$ cat src/rtl/mc_ctrl_pkg.sv
package mc_ctrl_pkg;
    localparam int OP_W = 6;
    localparam int ST_W = 4;

    localparam logic [OP_W-1:0] OP_RR  = 6'b000000;
    localparam logic [OP_W-1:0] OP_LD  = 6'b100011;
    localparam logic [OP_W-1:0] OP_ST  = 6'b101011;
    localparam logic [OP_W-1:0] OP_BEQ = 6'b000100;
    localparam logic [OP_W-1:0] OP_JMP = 6'b000010;

    typedef enum logic [ST_W-1:0] {
        S_FETCH   = 4'd0,
        S_DECODE  = 4'd1,
        S_ADDR    = 4'd2,
        S_LD_MEM  = 4'd3,
        S_LD_WB   = 4'd4,
        S_ST_MEM  = 4'd5,
        S_RR_EX   = 4'd6,
        S_RR_WB   = 4'd7,
        S_BRANCH  = 4'd8,
        S_JUMP    = 4'd9,
        S_EXC_UND = 4'd10,
        S_EXC_OVF = 4'd11
    } state_e;

    typedef struct packed {
        logic       dst_rd;
        logic       rf_we;
        logic       a_sel;
        logic [1:0] b_sel;
        logic [1:0] alu_op;
        logic       mem_rd;
        logic       mem_wr;
        logic       wb_mem;
        logic       addr_alu;
        logic       ir_we;
        logic       pc_we;
        logic       pc_we_cond;
        logic [1:0] pc_src;
        logic       epc_we;
        logic       cause_we;
        logic       cause_val;
    } ctrl_t;

    typedef struct packed {
        state_e state;
    } fsm_t;
endpackage

$ cat src/rtl/mc_seq_next.sv
module mc_seq_next
    import mc_ctrl_pkg::*;
(
    input  state_e          cur,
    input  logic [OP_W-1:0] opcode,
    input  logic            alu_ovf,
    output state_e          nxt
);
    always_comb begin
        nxt = S_FETCH;
        unique case (cur)
            S_FETCH:  nxt = S_DECODE;
            S_DECODE: begin
                if (opcode == OP_LD || opcode == OP_ST) nxt = S_ADDR;
                else if (opcode == OP_RR)               nxt = S_RR_EX;
                else if (opcode == OP_BEQ)              nxt = S_BRANCH;
                else if (opcode == OP_JMP)              nxt = S_JUMP;
                else                                    nxt = S_EXC_UND;
            end
            S_ADDR:   nxt = (opcode == OP_LD) ? S_LD_MEM : S_ST_MEM;
            S_LD_MEM: nxt = S_LD_WB;
            S_RR_EX:  nxt = alu_ovf ? S_EXC_OVF : S_RR_WB;
            default:  nxt = S_FETCH;
        endcase
    end
endmodule

$ cat src/rtl/mc_ctrl_rom.sv
module mc_ctrl_rom
    import mc_ctrl_pkg::*;
(
    input  state_e cur,
    output ctrl_t  ctl
);
    always_comb begin
        ctl = '0;
        unique case (cur)
            S_FETCH: begin
                ctl.mem_rd = 1'b1;
                ctl.ir_we  = 1'b1;
                ctl.b_sel  = 2'b01;
                ctl.pc_we  = 1'b1;
            end
            S_DECODE: ctl.b_sel = 2'b11;
            S_ADDR: begin
                ctl.a_sel = 1'b1;
                ctl.b_sel = 2'b10;
            end
            S_LD_MEM: begin
                ctl.mem_rd   = 1'b1;
                ctl.addr_alu = 1'b1;
            end
            S_LD_WB: begin
                ctl.rf_we  = 1'b1;
                ctl.wb_mem = 1'b1;
            end
            S_ST_MEM: begin
                ctl.mem_wr   = 1'b1;
                ctl.addr_alu = 1'b1;
            end
            S_RR_EX: begin
                ctl.a_sel  = 1'b1;
                ctl.alu_op = 2'b10;
            end
            S_RR_WB: begin
                ctl.rf_we  = 1'b1;
                ctl.dst_rd = 1'b1;
            end
            S_BRANCH: begin
                ctl.a_sel      = 1'b1;
                ctl.alu_op     = 2'b01;
                ctl.pc_we_cond = 1'b1;
                ctl.pc_src     = 2'b01;
            end
            S_JUMP: begin
                ctl.pc_we  = 1'b1;
                ctl.pc_src = 2'b10;
            end
            S_EXC_UND, S_EXC_OVF: begin
                ctl.b_sel     = 2'b01;
                ctl.alu_op    = 2'b01;
                ctl.epc_we    = 1'b1;
                ctl.cause_we  = 1'b1;
                ctl.cause_val = (cur == S_EXC_OVF);
                ctl.pc_we     = 1'b1;
                ctl.pc_src    = 2'b11;
            end
            default: ctl = '0;
        endcase
    end
endmodule

$ cat src/rtl/mc_ctrl_fsm.sv
module mc_ctrl_fsm
    import mc_ctrl_pkg::*;
(
    input  logic            clk,
    input  logic            rst,
    input  logic [OP_W-1:0] opcode,
    input  logic            alu_zero,
    input  logic            alu_ovf,
    output logic            dst_sel_rd,
    output logic            rf_we,
    output logic            alu_a_sel,
    output logic [1:0]      alu_b_sel,
    output logic [1:0]      alu_op,
    output logic            mem_rd,
    output logic            mem_wr,
    output logic            wb_sel_mem,
    output logic            addr_sel_alu,
    output logic            ir_we,
    output logic            pc_we,
    output logic            pc_we_cond,
    output logic [1:0]      pc_src,
    output logic            pc_load,
    output logic            epc_we,
    output logic            cause_we,
    output logic            cause_val
);
    fsm_t   fsm_d, fsm_q;
    state_e seq_nxt;
    ctrl_t  rom_ctl, ctl;

    mc_seq_next u_next (
        .cur     (fsm_q.state),
        .opcode  (opcode),
        .alu_ovf (alu_ovf),
        .nxt     (seq_nxt)
    );

    mc_ctrl_rom u_rom (
        .cur (fsm_q.state),
        .ctl (rom_ctl)
    );

    always_comb begin
        fsm_d       = fsm_q;
        fsm_d.state = rst ? S_FETCH : seq_nxt;
        ctl         = rst ? '0 : rom_ctl;
    end

    always_ff @(posedge clk) begin
        fsm_q <= fsm_d;
    end

    assign dst_sel_rd   = ctl.dst_rd;
    assign rf_we        = ctl.rf_we;
    assign alu_a_sel    = ctl.a_sel;
    assign alu_b_sel    = ctl.b_sel;
    assign alu_op       = ctl.alu_op;
    assign mem_rd       = ctl.mem_rd;
    assign mem_wr       = ctl.mem_wr;
    assign wb_sel_mem   = ctl.wb_mem;
    assign addr_sel_alu = ctl.addr_alu;
    assign ir_we        = ctl.ir_we;
    assign pc_we        = ctl.pc_we;
    assign pc_we_cond   = ctl.pc_we_cond;
    assign pc_src       = ctl.pc_src;
    assign pc_load      = ctl.pc_we | (ctl.pc_we_cond & alu_zero);
    assign epc_we       = ctl.epc_we;
    assign cause_we     = ctl.cause_we;
    assign cause_val    = ctl.cause_val;
endmodule

$ cat config.mk
export PLATFORM = sky130hd
export DESIGN_NAME = mc_ctrl_fsm
export DESIGN_NICKNAME = d
export VERILOG_FILES = /design/src/rtl/mc_ctrl_pkg.sv /design/src/rtl/mc_seq_next.sv /design/src/rtl/mc_ctrl_rom.sv /design/src/rtl/mc_ctrl_fsm.sv
export SDC_FILE = /design/constraint.sdc
export NUM_CORES = 1
export LEC_CHECK = 0
export CAP_MARGIN = 20
export CORE_UTILIZATION = 34
export CTS_CLUSTER_DIAMETER = 30
export DETAILED_ROUTE_END_ITERATION = 16
export GPL_TIMING_DRIVEN = 0
export PLACE_DENSITY = 0.81
export SKIP_CTS_REPAIR_TIMING = 1
export SLEW_MARGIN = 25
export SYNTH_ARGS = -nofsm -noshare
export SYNTH_HDL_FRONTEND = slang
export SYNTH_SLANG_ARGS = --single-unit
export TNS_END_PERCENT = 5
$ cat constraint.sdc
create_clock -name clk -period 2.07 [get_ports clk]
set_clock_uncertainty 0.2 [all_clocks]
set_input_delay 0.5175 -clock clk [delete_from_list [all_inputs] [get_ports clk]]
set_output_delay 0.5175 -clock clk [all_outputs]
set_load 0.02 [all_outputs]
==> impl_results.md, run 1 <==
- Final Hold Vio Count: 0
- Crit path max fanout: 1
- Asr flop ratio synth: 0%
- Dpl cells: 112
- Max FFs per register: 4
- Critical path class: input pin to output pin
- Status: finished with violations
- Worst path top cell family by delay: buffers and inverters
- Syn Area/Cell: 6.601 sq um
- Failing checks: setup timing
- Starting density of the core: 38.89%
- Worst hold margin: 0.4961 ns
- Die area: 1490 sq um
- # DRC: 0
- Non-Filler Instances: 115
- # nets final: 113
- R2R setup slack: 0.51 ns
- DRT antenna net count: 0
- CP endpoint kind: output pin
- Synthesized area: 455.4 sq um
- First-pass DRT Iterations: 3
- Critical Path Stages: 4
- Worst endpoint required time: 1.35 ns
- Slew margin rel.: 71.96%
- Critical-path cell list: clkdlybuf4s50_1, nor3_1, a2111oi_1, clkbuf_2
- # rows: 12
- Synth Net Count: 79
- Period Utilization, post-route: 118.4%
- Pwr/cell area: 458.6 nW/um^2
- # diodes: 0
- Reg2Reg Depth: 3
- CTS Root Buffer Type: clkbuf_4
- WP buf/inv: 2
- Largest net degree at the start of global routing: 11
- Endpoint, Worst Hold: fsm_q[0]
- Worst-Margin Slew: 0.4196 ns
- Largest cells by area after synthesis: dfxtp_1 18%, nor3_1 9.9%, nor2_1 9.9%
- Die span in y: 38.60 microns
- Static Leak: 0.4729 nW
- Via count: 618
- Seq/Total Area, Yosys: 17.58%
- RSZ-0062 raised after global routing: true
- TritonCTS buffer count: 3
- Core box area: 1171 sq um
- Multi-input logic area: 382.9 sq um
- First DRT Iteration DRCs: 12
- Number of synthesized flops with an enable pin: 0
- Setup crit start kind: input pin
- Area growth syn-to-layout: 76.10%
- Hold Crit Class: flop to flop
- Grt ovf: 0
- Final Max Slew Viols: 0
- Fmax: 0.4079 GHz
- Dpl hpwl: 983.6 microns
- Chip width: 38.60 microns
- Register area: 80.08 sq um
- CTS tree: built
- Reg2reg start: fsm_q[1]
- GRT Total Usage: 18.71%
- Top_reg_cell synth: dfxtp_1
- Biggest regs: fsm_q: 4 flops
- Crit path max-delay cell type: a2111oi_1
- Routed length per instance: 11.88 microns
- Reg with most FFs: fsm_q
- CP peak stage delay: 0.47 ns
- FF-to-FF End: fsm_q[1]
- Warnings, synthesis: 0
- Final Critical Period: 2.452 ns
- Syn Inst Count: 69
- Number of H-tree levels: 1
- Yosys reg bits: 4
- Final-report setup violation count: 10
- Max Cap Viol: 0
- Number of antenna violations at the first check in global routing: 0
- Final setup margin: -0.3819 ns
- Synth area leader: dfxtp_1
- Vias in the first global route: 487
- Fillers: 105
- Final GP Congestion: 0.7423
- Worst-path clk slew: 0.04 ns
- Max clock buf depth: 2
- Distinct cells, synth: 30
- Most common library cells after synthesis: 12 x nor2_1, 9 x nor3_1, 5 x nand2_1
- First-pass GRT wire length: 1925 microns
- CP Data Arrival Time: 1.73 ns
- Boundary Pins: 30
- Hold_sp: fsm_q[3]
- Wirelength, routed: 1366 microns
- Top-count cell post-synth: nor2_1
- Hold path depth: 4
- Share of layout cells above drive strength 1: 25.74%
- VDD IR max: 324.7 uV
- Worst-Skew Late Latency: 0.24 ns
- Top cell type's share of synthesized area: 17.58%
- Port bufs: 29
- Routed vias/inst: 5.374
- Clock Sink Count: 4
how the worst max path moves through the flow:
stage                   from        end  slack, ns
floorplan                rst      ir_we      -0.21
global placement         rst  alu_op[1]      -1.06
detailed placement       rst  alu_op[1]      -1.06
CTS                      rst  alu_op[1]      -1.08
global route        alu_zero    pc_load      -0.40
finish              alu_zero    pc_load      -0.38
cell usage in the layout (no fill, tap or decap), types with 2 or more instances in the layout:
master	Yosys	final
nor3_1	9	9
clkbuf_4	0	5
xnor2_1	2	2
nand2b_1	2	2
clkdlybuf4s50_1	0	8
clkbuf_2	0	11
o21ai_0	2	2
and3_1	2	2
buf_4	1	2
dlymetal6s2s_1	0	10
nand2_1	5	5
and2_1	2	2
a21oi_1	3	3
dfxtp_1	4	4
nor4_2	0	2
nand4b_1	2	2
nor2_1	12	10
cell type report:
type | count | area share, %
tap | 14 | 2.184
timing repair buffer | 29 | 32.76
sequential | 4 | 9.984
multi-input combinational | 59 | 47.74
buffer | 6 | 4.524
clock buffer | 3 | 2.808
layer usage:
metal | share of wire, % | GRT usage (%)
met1 | 45 | 20.35
met2 | 48 | 33.33
met3 | 6.2 | 3.468
met4 | 0.88 | 10.34
met5 | 0 | 0
tightest hold or removal path, stage by stage (launching register included):
cell and delay [ns]:
dfxtp_1 0.29, clkbuf_4 0.18, nor2_4 0.07, nand2_1 0.06, a21oi_1 0.04
through the flow:
step	power, mW	util [%]	TNS, ns	area [sq um]	worst slack (ns)
6_report	0.3678	68.48	-1.755	802.0	-0.3819
5_1_grt	0.3871	68.48	-2.500	802.0	-0.3988
4_1_cts	0.3714	67.20	-17.07	787.0	-1.079
3_5_place_dp	0.2719	65.28	-17.15	764.5	-1.063
3_3_place_gp	0.2692	65.28	-16.53	764.5	-1.058
2_1_floorplan	0.1934	-	-0.6614	456.7	-0.2097
power by group:
| part | switching, mW | internal [mW] | total, mW |
|---|---|---|---|
| clock | 0.0320 | 0.0648 | 0.0969 |
| sequential | 0.00809 | 0.0839 | 0.0920 |
| combinational | 0.100 | 0.0788 | 0.179 |
| total | 0.140 | 0.228 | 0.368 |
cell families (layout without fill, tap and decap cells):
family / Yosys count / count (layout) / synth area share [%]
AND/OR/NAND/NOR: 46 / 46 / 56.05
AO/OA/AOI/OAI: 9 / 9 / 12.36
buffers and inverters: 6 / 38 / 6.043
flip-flops: 4 / 4 / 17.58
XOR/XNOR: 3 / 3 / 5.770
multiplexers: 1 / 1 / 2.198
Note: power is estimated with default switching activity, not from simulation.
==> inputs of run 2 (changes only) <==
--- a/config.mk
+++ b/config.mk
@@ -5,6 +5,7 @@
 export SDC_FILE = /design/constraint.sdc
 export NUM_CORES = 1
 export LEC_CHECK = 0
+export ABC_CLOCK_PERIOD_IN_PS = 2070
 export CAP_MARGIN = 20
 export CORE_UTILIZATION = 34
 export CTS_CLUSTER_DIAMETER = 30
==> results of run 2 <==
Final layout, timing and power as in run 1 (identical DEF).
==> inputs of run 3 (changes only) <==
--- a/config.mk
+++ b/config.mk
@@ -5,12 +5,14 @@
 export SDC_FILE = /design/constraint.sdc
 export NUM_CORES = 1
 export LEC_CHECK = 0
+export ABC_AREA = 0
 export ABC_CLOCK_PERIOD_IN_PS = 2070
 export CAP_MARGIN = 20
 export CORE_UTILIZATION = 34
 export CTS_CLUSTER_DIAMETER = 30
 export DETAILED_ROUTE_END_ITERATION = 16
 export GPL_TIMING_DRIVEN = 0
+export MAX_ROUTING_LAYER = met4
 export PLACE_DENSITY = 0.81
 export SKIP_CTS_REPAIR_TIMING = 1
 export SLEW_MARGIN = 25
==> run 3 against run 2 <==
The flow still finishes with violations (setup timing). Routed wire length about the same. Largest cell class unchanged. Clock power about the same. Global-route usage up 0.46 points. Critical path depth unchanged. Sequential cell count unchanged. Critical endpoint unchanged.
==> impl_results.md, run 3 (synthesis results as in run 1) <==
- Status: finished with violations (unchanged)
- Worst-Skew Late Latency: 0.24 ns (about the same)
- Wirelength, routed: 1367 microns (was 1366 microns)
- Worst hold margin: 0.4949 ns (was 0.4961 ns)
- GR met2 Demand/Resource: 33.33% (unchanged)
- CTS Root Buffer Type: clkbuf_4 (unchanged)
- CTS tree: built (unchanged)
- Setup crit start kind: input pin (unchanged)
- Final Max Slew Viols: 0 (unchanged)
- Share of layout cells above drive strength 1: 25.74% (unchanged)
- Commonest cells after routing, fill and taps aside: 11 x clkbuf_2, 10 x nor2_1, 10 x dlymetal6s2s_1 (unchanged)
- First-pass DRT Iterations: 4 (was 3)
- CP endpoint kind: output pin (unchanged)
- Worst-path clk slew: 0.04 ns (about the same)
- Chip width: 38.60 microns (unchanged)
- Largest net degree at the start of global routing: 11 (unchanged)
- Pwr/cell area: 458.9 nW/um^2 (was 458.6 nW/um^2)
- Clock Sink Count: 4 (unchanged)
- Critical path class: input pin to output pin (unchanged)
- Static Leak: 0.4729 nW (unchanged)
- CP Data Arrival Time: 1.73 ns (about the same)
- Starting density of the core: 38.89% (unchanged)
- Max clock buf depth: 2 (unchanged)
- Grt ovf: 0 (unchanged)
- First-pass GRT wire length: 1925 microns (unchanged)
- M1 GR Usage: 20.35% (unchanged)
- Routed vias/inst: 5.357 (was 5.374)
- # rows: 12 (unchanged)
- TritonCTS buffer count: 3 (unchanged)
- Die span in y: 38.60 microns (unchanged)
- # DRC: 0 (unchanged)
- # diodes: 0 (unchanged)
- Dpl hpwl: 983.6 microns (unchanged)
- Number of H-tree levels: 1 (unchanged)
- DRT antenna net count: 0 (unchanged)
- Top Usage Layer GRT: met2 (unchanged)
- Failing checks: setup timing (unchanged)
- Final GP Congestion: 0.7515 (was 0.7423)
- Final Critical Period: 2.452 ns (about the same)
- Die area: 1490 sq um (unchanged)
- M3 GR Usage: 3.468% (unchanged)
- Core box area: 1171 sq um (unchanged)
- Fmax: 0.4079 GHz (about the same)
- RSZ-0062 raised after global routing: true (unchanged)
- Biggest regs: fsm_q: 4 flops (unchanged)
- Final setup margin: -0.3817 ns (was -0.3819 ns)
- Crit path max fanout: 1 (unchanged)
- Tot Pwr: 0.3681 mW (was 0.3678 mW)
- Final-report setup violation count: 10 (unchanged)
- Via count: 616 (was 618)
- Period Utilization, post-route: 118.4% (about the same)
- VDD IR max: 326.0 uV (was 324.7 uV)
- Hold Crit Class: flop to flop (unchanged)
- Max Cap Viol: 0 (unchanged)
- GRT Total Usage: 19.16% (was 18.71%)
- Boundary Pins: 30 (unchanged)
- Most common cell after layout, fill and taps aside: clkbuf_2 (unchanged)
- # nets final: 113 (unchanged)
- Slew margin rel.: 71.96% (about the same)
- Number of antenna violations at the first check in global routing: 0 (unchanged)
- Worst-Margin Slew: 0.4196 ns (about the same)
- Vias in the first global route: 484 (was 487)
- Port bufs: 29 (unchanged)
- Max FFs per register: 4 (unchanged)
- Final Hold Vio Count: 0 (unchanged)
- Routed length per instance: 11.89 microns (was 11.88 microns)
- Area growth syn-to-layout: 76.10% (unchanged)
- Reg with most FFs: fsm_q (unchanged)
- Worst endpoint required time: 1.35 ns (about the same)
- First DRT Iteration DRCs: 14 (was 12)
run 3: report_power, final:
group | internal [mW] | switching, mW | total, mW
sequential | 0.0839 | 0.00802 | 0.0920
clock | 0.0649 | 0.0323 | 0.0972
combinational | 0.0788 | 0.100 | 0.179
run 3: cell type report:
type / instances / area, sq um
Buffer: 6 / 36.28
Multi-Input combinational cell: 59 / 382.9
Fill cell: 105 / 369.1
Sequential cell: 4 / 80.08
Tap cell: 14 / 17.52
Clock buffer: 3 / 22.52
Timing Repair Buffer: 29 / 262.8
run 3: path summary, 6_finish.rpt:
path	startpoint	depth (start not counted)	endpoint	slack, ns
worst max-delay path	alu_zero	4	pc_load	-0.38
worst min-delay path	fsm_q[3]	4	fsm_q[0]	0.49
worst max register to register	fsm_q[1]	3	fsm_q[1]	0.51
worst min register to register	fsm_q[3]	4	fsm_q[0]	0.49
run 3: critical path, stage by stage:
cell             delay, ns
clkdlybuf4s50_1       0.46
nor3_1                0.04
a2111oi_1             0.47
clkbuf_2              0.25
run 3: layer usage:
| layer | vias up | share of wire (%) |
|---|---|---|
| met1 | 265 | 45 |
| met5 | - | 0 |
| met2 | 30 | 48 |
| li1 | 319 | - |
| met3 | 2 | 6.3 |
| met4 | 0 | 0.88 |
run 3: stage by stage:
step	cell area (sq um)	util [%]	cells	setup slack (ns)	TNS, ns
floorplan	456.7	-	69	-0.2097	-0.6614
global placement	764.5	65.28	112	-1.058	-16.53
detailed placement	764.5	65.28	112	-1.063	-17.15
CTS	787.0	67.20	115	-1.079	-17.07
global route	802.0	68.48	115	-0.3988	-2.500
finish	802.0	68.48	115	-0.3817	-1.746
